[src/rtl/adc_cal_pkg.sv]
package adc_cal_pkg;
  localparam logic [3:0] CH_INT_GND = 4'b1011;
  localparam logic [3:0] CH_INT_REF = 4'b1100;

  typedef enum logic [1:0] {
    A_OFS_LO  = 2'd0,
    A_OFS_HI  = 2'd1,
    A_GAIN_LO = 2'd2,
    A_GAIN_HI = 2'd3
  } reg_addr_e;

  typedef enum logic [2:0] {
    S_IDLE,
    S_OFS,
    S_REF,
    S_DIV,
    S_FIN
  } cal_state_e;
endpackage

[src/rtl/adc_cal_div.sv]
module adc_cal_div #(
  parameter int NUM_W = 25,
  parameter int DEN_W = 12
) (
  input  logic             clk_i,
  input  logic             rst_ni,
  input  logic             start_i,
  input  logic [NUM_W-1:0] num_i,
  input  logic [DEN_W-1:0] den_i,
  output logic [NUM_W-1:0] quo_o,
  output logic             done_o
);
  localparam int CNT_W = $clog2(NUM_W + 1);

  logic [NUM_W-1:0] q_q;
  logic [DEN_W-1:0] rem_q, den_q;
  logic [CNT_W-1:0] cnt_q;
  logic             run_q;
  logic [DEN_W:0]   rem_sh;
  logic             ge;

  assign rem_sh = {rem_q, q_q[NUM_W-1]};
  assign ge     = rem_sh >= {1'b0, den_q};

  always_ff @(posedge clk_i or negedge rst_ni) begin
    if (!rst_ni) begin
      q_q    <= '0;
      rem_q  <= '0;
      den_q  <= '0;
      cnt_q  <= '0;
      run_q  <= 1'b0;
      done_o <= 1'b0;
    end else begin
      done_o <= 1'b0;
      if (start_i) begin
        q_q   <= num_i;
        rem_q <= '0;
        den_q <= den_i;
        cnt_q <= CNT_W'(NUM_W);
        run_q <= 1'b1;
      end else if (run_q) begin
        q_q   <= {q_q[NUM_W-2:0], ge};
        rem_q <= ge ? DEN_W'(rem_sh - {1'b0, den_q}) : rem_sh[DEN_W-1:0];
        cnt_q <= cnt_q - 1'b1;
        if (cnt_q == CNT_W'(1)) begin
          run_q  <= 1'b0;
          done_o <= 1'b1;
        end
      end
    end
  end

  assign quo_o = q_q;
endmodule

[src/rtl/adc_cal_corr.sv]
module adc_cal_corr #(
  parameter int RAW_W  = 12,
  parameter int COEF_W = 14,
  parameter int FRAC_W = 13
) (
  input  logic              clk_i,
  input  logic              rst_ni,
  input  logic              vld_i,
  input  logic [RAW_W-1:0]  raw_i,
  input  logic [COEF_W-1:0] ofs_i,
  input  logic [COEF_W-1:0] gain_i,
  output logic [RAW_W-1:0]  corr_o,
  output logic              vld_o
);
  localparam int PROD_W = RAW_W + COEF_W;
  localparam int SCL_W  = PROD_W - FRAC_W;

  logic              below;
  logic [RAW_W-1:0]  mag;
  logic [PROD_W-1:0] prod;
  logic [SCL_W-1:0]  scaled;
  logic [RAW_W-1:0]  res;

  assign below  = {{(COEF_W-RAW_W){1'b0}}, raw_i} < ofs_i;
  assign mag    = below ? '0 : raw_i - ofs_i[RAW_W-1:0];
  assign prod   = {{COEF_W{1'b0}}, mag} * {{RAW_W{1'b0}}, gain_i};
  assign scaled = prod[PROD_W-1:FRAC_W];
  assign res    = (|scaled[SCL_W-1:RAW_W]) ? '1 : scaled[RAW_W-1:0];

  always_ff @(posedge clk_i or negedge rst_ni) begin
    if (!rst_ni) begin
      corr_o <= '0;
      vld_o  <= 1'b0;
    end else begin
      vld_o <= vld_i;
      if (vld_i) corr_o <= res;
    end
  end
endmodule

[src/rtl/adc_cal_regs.sv]
module adc_cal_regs
  import adc_cal_pkg::*;
#(
  parameter int COEF_W = 14
) (
  input  logic              clk_i,
  input  logic              rst_ni,
  input  logic              we_i,
  input  logic [1:0]        addr_i,
  input  logic [7:0]        wdata_i,
  input  logic              cal_ofs_we_i,
  input  logic [COEF_W-1:0] cal_ofs_i,
  input  logic              cal_gain_we_i,
  input  logic [COEF_W-1:0] cal_gain_i,
  output logic [COEF_W-1:0] ofs_o,
  output logic [COEF_W-1:0] gain_o,
  output logic [7:0]        rdata_o
);
  localparam int HI_W = COEF_W - 8;
  localparam logic [COEF_W-1:0] UNITY = COEF_W'(1) << (COEF_W - 1);

  always_ff @(posedge clk_i or negedge rst_ni) begin
    if (!rst_ni) begin
      ofs_o  <= '0;
      gain_o <= UNITY;
    end else begin
      if (cal_ofs_we_i) ofs_o <= cal_ofs_i;
      else if (we_i && addr_i == A_OFS_LO) ofs_o[7:0] <= wdata_i;
      else if (we_i && addr_i == A_OFS_HI) ofs_o[COEF_W-1:8] <= wdata_i[HI_W-1:0];
      if (cal_gain_we_i) gain_o <= cal_gain_i;
      else if (we_i && addr_i == A_GAIN_LO) gain_o[7:0] <= wdata_i;
      else if (we_i && addr_i == A_GAIN_HI) gain_o[COEF_W-1:8] <= wdata_i[HI_W-1:0];
    end
  end

  always_comb begin
    unique case (addr_i)
      A_OFS_LO:  rdata_o = ofs_o[7:0];
      A_OFS_HI:  rdata_o = 8'(ofs_o[COEF_W-1:8]);
      A_GAIN_LO: rdata_o = gain_o[7:0];
      default:   rdata_o = 8'(gain_o[COEF_W-1:8]);
    endcase
  end
endmodule

[src/rtl/adc_cal_seq.sv]
module adc_cal_seq
  import adc_cal_pkg::*;
#(
  parameter int RAW_W  = 12,
  parameter int COEF_W = 14,
  parameter int CH_W   = 4
) (
  input  logic              clk_i,
  input  logic              rst_ni,
  input  logic              start_i,
  input  logic              sys_mode_i,
  input  logic [CH_W-1:0]   sys_gnd_ch_i,
  input  logic [CH_W-1:0]   sys_ref_ch_i,
  output logic              adc_req_o,
  output logic [CH_W-1:0]   adc_ch_o,
  input  logic              adc_ack_i,
  input  logic [RAW_W-1:0]  adc_raw_i,
  input  logic              reg_we_i,
  input  logic [1:0]        reg_addr_i,
  input  logic [7:0]        reg_wdata_i,
  output logic [7:0]        reg_rdata_o,
  output logic [COEF_W-1:0] ofs_o,
  output logic [COEF_W-1:0] gain_o,
  output logic [RAW_W-1:0]  corr_o,
  output logic              corr_valid_o,
  output logic              busy_o,
  output logic              done_o
);
  localparam int FRAC_W = COEF_W - 1;
  localparam int NUM_W  = RAW_W + FRAC_W;
  localparam logic [NUM_W-1:0] FULL_NUM = NUM_W'((2 ** RAW_W) - 1) << FRAC_W;
  localparam int UNITY    = 2 ** FRAC_W;
  localparam int GAIN_MIN = (UNITY * 40) / 41;  // span 1.025 x ref
  localparam int GAIN_MAX = (UNITY * 40) / 39;  // span 0.975 x ref

  cal_state_e       state_q;
  logic             sys_q;
  logic [CH_W-1:0]  gnd_ch_q, ref_ch_q;
  logic             cal_ofs_we, cal_gain_we, div_start, div_done;
  logic [COEF_W-1:0] cal_gain;
  logic [NUM_W-1:0] quo;
  logic [RAW_W-1:0] den;
  logic             ref_low;

  assign ref_low = {{(COEF_W-RAW_W){1'b0}}, adc_raw_i} <= ofs_o;
  assign den     = adc_raw_i - ofs_o[RAW_W-1:0];

  always_ff @(posedge clk_i or negedge rst_ni) begin
    if (!rst_ni) begin
      state_q  <= S_IDLE;
      sys_q    <= 1'b0;
      gnd_ch_q <= '0;
      ref_ch_q <= '0;
    end else begin
      unique case (state_q)
        S_IDLE: if (start_i) begin
          state_q  <= S_OFS;
          sys_q    <= sys_mode_i;
          gnd_ch_q <= sys_mode_i ? sys_gnd_ch_i : CH_W'(CH_INT_GND);
          ref_ch_q <= sys_mode_i ? sys_ref_ch_i : CH_W'(CH_INT_REF);
        end
        S_OFS:  if (adc_ack_i) state_q <= S_REF;
        S_REF:  if (adc_ack_i) state_q <= ref_low ? S_FIN : S_DIV;
        S_DIV:  if (div_done) state_q <= S_FIN;
        default: state_q <= S_IDLE;
      endcase
    end
  end

  always_comb begin
    cal_ofs_we  = state_q == S_OFS && adc_ack_i;
    div_start   = state_q == S_REF && adc_ack_i && !ref_low;
    cal_gain_we = (state_q == S_REF && adc_ack_i && ref_low) || (state_q == S_DIV && div_done);
    if (state_q == S_REF)         cal_gain = COEF_W'(GAIN_MAX);
    else if (quo > NUM_W'(GAIN_MAX)) cal_gain = COEF_W'(GAIN_MAX);
    else if (quo < NUM_W'(GAIN_MIN)) cal_gain = COEF_W'(GAIN_MIN);
    else                          cal_gain = quo[COEF_W-1:0];
  end

  assign adc_req_o = state_q == S_OFS || state_q == S_REF;
  assign adc_ch_o  = state_q == S_OFS ? gnd_ch_q : (state_q == S_REF ? ref_ch_q : '0);
  assign busy_o    = state_q != S_IDLE;
  assign done_o    = state_q == S_FIN;

  adc_cal_div #(.NUM_W(NUM_W), .DEN_W(RAW_W)) u_div (
    .clk_i, .rst_ni, .start_i(div_start), .num_i(FULL_NUM), .den_i(den),
    .quo_o(quo), .done_o(div_done)
  );

  adc_cal_regs #(.COEF_W(COEF_W)) u_regs (
    .clk_i, .rst_ni, .we_i(reg_we_i), .addr_i(reg_addr_i), .wdata_i(reg_wdata_i),
    .cal_ofs_we_i(cal_ofs_we), .cal_ofs_i(COEF_W'(adc_raw_i)),
    .cal_gain_we_i(cal_gain_we), .cal_gain_i(cal_gain),
    .ofs_o, .gain_o, .rdata_o(reg_rdata_o)
  );

  adc_cal_corr #(.RAW_W(RAW_W), .COEF_W(COEF_W), .FRAC_W(FRAC_W)) u_corr (
    .clk_i, .rst_ni, .vld_i(adc_ack_i && !busy_o), .raw_i(adc_raw_i),
    .ofs_i(ofs_o), .gain_i(gain_o), .corr_o, .vld_o(corr_valid_o)
  );
endmodule

[config.mk]
export PLATFORM = sky130hd
export DESIGN_NAME = adc_cal_seq
export DESIGN_NICKNAME = d
export VERILOG_FILES = /design/src/rtl/adc_cal_pkg.sv /design/src/rtl/adc_cal_div.sv /design/src/rtl/adc_cal_corr.sv /design/src/rtl/adc_cal_regs.sv /design/src/rtl/adc_cal_seq.sv
export SDC_FILE = /design/constraint.sdc
export NUM_CORES = 1
export LEC_CHECK = 0
export ABC_AREA = 1
export BUFFER_PORTS_ARGS = -buffer_cell sky130_fd_sc_hd__buf_4
export CAP_MARGIN = 20
export CORE_AREA = 8 8 152 154
export DETAILED_ROUTE_END_ITERATION = 8
export DIE_AREA = 0 0 160 162
export PLACE_DENSITY = 0.8
export SETUP_SLACK_MARGIN = 0.02
export SYNTH_ARGS = -nofsm -noshare
export SYNTH_HDL_FRONTEND = slang
export SYNTH_SLANG_ARGS = --single-unit
[constraint.sdc]
create_clock -name clk_i -period 6.35 [get_ports clk_i]
set_clock_uncertainty 0.1 [all_clocks]
set_input_delay 1.5875 -clock clk_i [delete_from_list [all_inputs] [get_ports clk_i]]
set_output_delay 1.5875 -clock clk_i [all_outputs]
set_load 0.02 [all_outputs]
Word level (Yosys, flattened, before mapping)
Index checks and enable logic that the tools add are counted. Widths: inputs -> output; s select.

Register bits after elaboration: 108. Bits of input ports: 36.

Add/subtract/negate cells: 3. Multipliers: 1. $lt $le $gt $ge: 5. Equal/unequal tests: 14. Multiplexer cells: 37. Reductions and logical operators: 26.

Operators with widths (number): $mux 14 (5); $mux 12 (5); $mux 25 (2); $mul 12x14->26 (1); $gt 25x14->1 const B (1); $lt 25x13->1 const B (1); $mux 6 (4); $pmux 8 s3 (1); $sub 12x12->12 (2); $mux 4 (4); $mux 8 (2); $mux 3 (5); $le 12x14->1 (1); $lt 12x14->1 (1); $ge 13x12->1 (1); $pmux 3 s4 (1); $logic_and 1x1->1 (10); $mux 5 (2); $ne 2x2->1 const B (5); $reduce_bool 2->1 (5); $eq 3x2->1 const B (2); $mux 1 (6); $reduce_and 2->1 (3); $eq 5x1->1 const B (1); other kinds (12) (15).

Logic depth before layout (Yosys ltp)
Word-level depth: 6. Depth in mapped cells: 38. Depth with buffers taken out: 36.

Hierarchy
From an unflattened synthesis, not the netlist that was laid out.

Cells, all modules: 1801. Area, all modules: 13183.9 µm².

By module, submodules not included: adc_cal_corr (times used 1, cells each 887, area an instance 6566.3 µm², sequential area each 325.3 µm²); adc_cal_div (times used 1, cells each 425, area an instance 3420.8 µm², sequential area each 1401.3 µm²); adc_cal_regs (times used 1, cells each 243, area an instance 1710.4 µm², sequential area each 701.9 µm²); adc_cal_seq (times used 1, cells each 246, area an instance 1486.4 µm², sequential area each 275.3 µm²).

Worst setup path before layout
No wires, ideal clock.

Path type: input -> register. Start point: in adc_raw_i[0]. End point: reg u_corr.corr_o[0]. Setup time: 0.124 ns. Arrival: 7.500 ns. Path slack: -1.374 ns. Cell stages on the path: 35. Path through: inv_1 ha_1 inv_1 fa_1 nand2_1 nand2_1 nand3b_1 nand2_2 nand2_2 nand2_2 buf_6 inv_1 nor2_1 clkbuf_1 nand2_1 fa_1 inv_1 fa_1 inv_1 fa_1 inv_1 fa_1 inv_1 fa_1 inv_1 ha_1 nand2_1 o21ai_0 a21oi_1 o221a_2 nand3_2 nand2_1 nor2_2 buf_6 a2bb2oi_2.

Cells in the longest elaborated chain, start to end: 4.

RTL lines: from (decl) (line adc_cal_seq.sv:17) `input logic [RAW_W-1:0] adc_raw_i,`; $sub 12x12->12 / $lt 12x14->1 (equally long branches) (line adc_cal_corr.sv:25, adc_cal_corr.sv:24); $mux 12 * (line adc_cal_corr.sv:25) `assign mag = below ? '0 : raw_i - ofs_i[RAW_W-1:0];`; $mul 12x14->26 * (line adc_cal_corr.sv:26) `assign prod = {{COEF_W{1'b0}}, mag} * {{RAW_W{1'b0}}, gain_i};`; $mux 12 * (line adc_cal_corr.sv:28) `assign res = (|scaled[SCL_W-1:RAW_W]) ? '1 : scaled[RAW_W-1:0];`; to (signal assigned) (line adc_cal_corr.sv:36) `if (vld_i) corr_o <= res;`; to (decl) (line adc_cal_corr.sv:12) `output logic [RAW_W-1:0] corr_o,`.

Every way passes the cells marked *; elsewhere a longest branch is shown, timed or not. A chain may end at the register's enable or synchronous reset.

Worst setup path after layout
Start point: in adc_raw_i[3]. End point: reg u_corr.corr_o[7].

Same word-level chain as after synthesis.

==> impl_metrics.env <==
export IMPL_max_stage_delay_ns=0.58
export IMPL_path_buf_inv=9
export IMPL_seq_area_frac_synth_pct=23.62
export IMPL_worstPathRequired_ns=6.52
export IMPL_yosys_top_cells_area="dfrtp_1, fa_1, inv_1"
export IMPL_hp_class="flip-flop to flip-flop"
export IMPL_r2r_setup_slack_ns=-0.37
export IMPL_fin_area_mm2=0.01544
export IMPL_h_tree_depth=3
export IMPL_route_vias_total=12110
export IMPL_gr_total_overflow=0
export IMPL_start_util_pct=55.33
export IMPL_hold_depth=2
export IMPL_drt_initial_drc_count=1466
export IMPL_clk_latency_ns=0.37
export IMPL_avgRoutedWirePerCell_um=21.08
export IMPL_worstMarginPinSlew_ns=1.022
export IMPL_slew_headroom_pct=31.65
export IMPL_grt_pass1_vias=12190
export IMPL_worstHoldEndpoint="u_div.cnt_q[4]$_DFFE_PN0P_"
export IMPL_layout_setup_ws_ns=-1.240
export IMPL_cts_inserted_buffers=9
export IMPL_min_from="u_div.cnt_q[4]$_DFFE_PN0P_"
export IMPL_root_buffer="clkbuf_16"
export IMPL_setup_worst_path_end_class="flip-flop"
export IMPL_critPathLaunchType="primary input"
export IMPL_crit_fanout=5
export IMPL_regArea_mm2=0.002704
export IMPL_synth_warnings=0
export IMPL_crit_family="adder cells"
export IMPL_synth_top_area_share_pct=23.39
export IMPL_crit_type="primary input to flip-flop"
export IMPL_grtUsageTotal_pct=29.40
export IMPL_antenna_found_initial=1
export IMPL_clk_pin_slew_worst_paths_ns=0.08
export IMPL_area_delta_synth_final_pct=34.87
export IMPL_min_period_ns=7.590
export IMPL_max_cap_violations=0
export IMPL_fin_tns_setup_ns=-14.61
export IMPL_place_hpwl_mm=26.96
export IMPL_r2r_end="u_corr.corr_o[10]$_DFFE_PN0P_"
export IMPL_layout_nets=1978
export IMPL_wl_met2_mm=20.02
export IMPL_dieHeight_um=162
export IMPL_cts_tree="yes"
export IMPL_hold_slack_ns=0.4269
export IMPL_cp_depth=33
export IMPL_final_layout_size_suffix_gt1_share_pct=30.34
export IMPL_vias_per_cell=6.009
export IMPL_drv_slew=0
export IMPL_rsz0062_at_grt="true"
export IMPL_finalHoldViolations=0
export IMPL_yosys_top_cells_count="inv_1, nand2_1, nor2_1"
export IMPL_crit_top_cell="inv_2"
export IMPL_yosysTopAreaCell="dfrtp_1"
export IMPL_wl_mm=42.47
export IMPL_place_area_mm2=0.01378
export IMPL_cp_slowest_cell="fa_2"
export IMPL_synth_cell_type_count=54
export IMPL_drc=9
export IMPL_multi_input_area_mm2=0.008325
export IMPL_cts_hold_fix_buffers=0
export IMPL_max_freq_mhz=131.8
export IMPL_nFillCells=1267
export IMPL_syn_inst=1447
export IMPL_setup_viol=12
export IMPL_die_x_um=160
export IMPL_grt_max_degree=62
export IMPL_coreArea_mm2=0.02069
export IMPL_antenna_cells=0
export IMPL_wl_met1_mm=14.39
export IMPL_reg2regPathDepth=33
export IMPL_ant_nets=0
export IMPL_period_share_pct=119.5
export IMPL_syn_num_nets=1690
export IMPL_syn_area_mm2=0.01145
export IMPL_synthMostInstantiatedCell="inv_1"
export IMPL_io_pins=92
export IMPL_grt_pass1_wl_mm=61.24
export IMPL_die_area_mm2=0.02592
export IMPL_syn_avg_cell_area_um2=7.911
export IMPL_status="complete, but fails checks"
export IMPL_ys_async_sr_fraction_pct=100.0
export IMPL_ys_seq_elements=108
export IMPL_synth_flop_cell="dfrtp_1"
export IMPL_cts_num_sinks=108
export IMPL_r2r_start="u_regs.ofs_o[4]$_DFFE_PN0P_"
export IMPL_wl_met3_mm=4.620
export IMPL_synth_edf_count=0
export IMPL_dr_max_layer_used="met5"
export IMPL_critPathArrivalTime_ns=7.76
export IMPL_dr_pass1_iters=9
export IMPL_routabilityCongestion=0.9356
export IMPL_clockBufferDepth=2
export IMPL_place_ws_ns=-1.528
export IMPL_violations="DRC, setup timing"
export IMPL_fp_row_count=53
export IMPL_port_buffers=91
worst min-delay path: cells and delay by family (launching register included):
kind | cells | cell delay (ns)
simple gates | 2 | 0.13
flops | 1 | 0.37
worst max-delay path by stage:
stage                                     to  slack, ns    startpoint
5_1_grt        u_corr.corr_o[11]$_DFFE_PN0P_      -1.48  adc_raw_i[3]
6_report        u_corr.corr_o[7]$_DFFE_PN0P_      -1.24  adc_raw_i[3]
3_5_place_dp    u_corr.corr_o[5]$_DFFE_PN0P_      -1.53  adc_raw_i[6]
2_1_floorplan   u_corr.corr_o[0]$_DFFE_PN0P_      -0.88  adc_raw_i[2]
4_1_cts         u_corr.corr_o[5]$_DFFE_PN0P_      -0.92  adc_raw_i[6]
3_3_place_gp    u_corr.corr_o[7]$_DFFE_PN0P_      -1.38  adc_raw_i[0]
flip-flops by register name, indices dropped and copies added, names as in the netlist:
register / cells
u_corr.corr_o: 12
u_div.cnt_q: 5
u_div.rem_q: 12
state_q: 3
u_div.quo_o: 25
gnd_ch_q: 4
u_regs.gain_o: 14
u_regs.ofs_o: 14
ref_ch_q: 4
u_div.run_q: 1
u_div.den_q: 12
u_corr.vld_o: 1
u_div.done_o: 1
cell usage in the layout, fill, tap and decap left out, types with 20 or more instances in the layout:
cell type	n
fa_1	113
dfrtp_1	107
o21ai_0	62
a21oi_1	42
nor2_1	113
buf_6	26
nand3_1	30
nand2_2	20
nand2_1	250
a31oi_1	20
o22ai_1	26
ha_4	20
inv_2	23
ha_1	66
inv_1	288
buf_4	274
area by class of cell:
cell class                      instances  area share [%]
Clock buffer                           10           1.548
Clock inverter                          6          0.4133
Timing Repair inverter                  4          0.2918
Sequential cell                       108           17.51
Multi-Input combinational cell        985           53.93
Timing Repair Buffer                  305           15.84
Inverter                              322           8.242
Tap cell                              275           2.229
metal layers:
metal / up-vias / GRT usage [%]
li1: 5107 / -
met1: 5725 / 33.38
met2: 904 / 50.69
met3: 370 / 6.378
met4: 2 / 16.95
met5: - / 0
what timing repair did:
| item | in CTS | in global routing |
|---|---|---|
| endpoints found under the setup margin | 12 | 84 |
| gates resized for setup | 91 | 85 |
| gates cloned | 2 | 9 |
| buffers inserted | 53 | 23 |
| pin swaps | 60 | 65 |
metrics by stage:
stage | util [%] | std cells
after detailed placement | 66.62 | 1918
after global routing | 74.62 | 2015
after CTS | 71.99 | 1989
after global placement | 66.62 | 1918
final | 74.62 | 2015
after floorplan | - | 1447
cell families after synthesis:
| kind of cell | count (synthesis) | synth area share [%] |
|---|---|---|
| adder cells (fa/ha/maj) | 207 | 30.56 |
| AO/OA/AOI/OAI | 235 | 12.82 |
| buffers and inverters | 360 | 12.09 |
| XOR/XNOR | 29 | 2.219 |
| AND/OR/NAND/NOR | 508 | 18.69 |
| flip-flops | 108 | 23.62 |
Power is left out: the tool's default activity adds up to more than one toggle a clock period on the data nets, which glitch-free logic cannot reach.
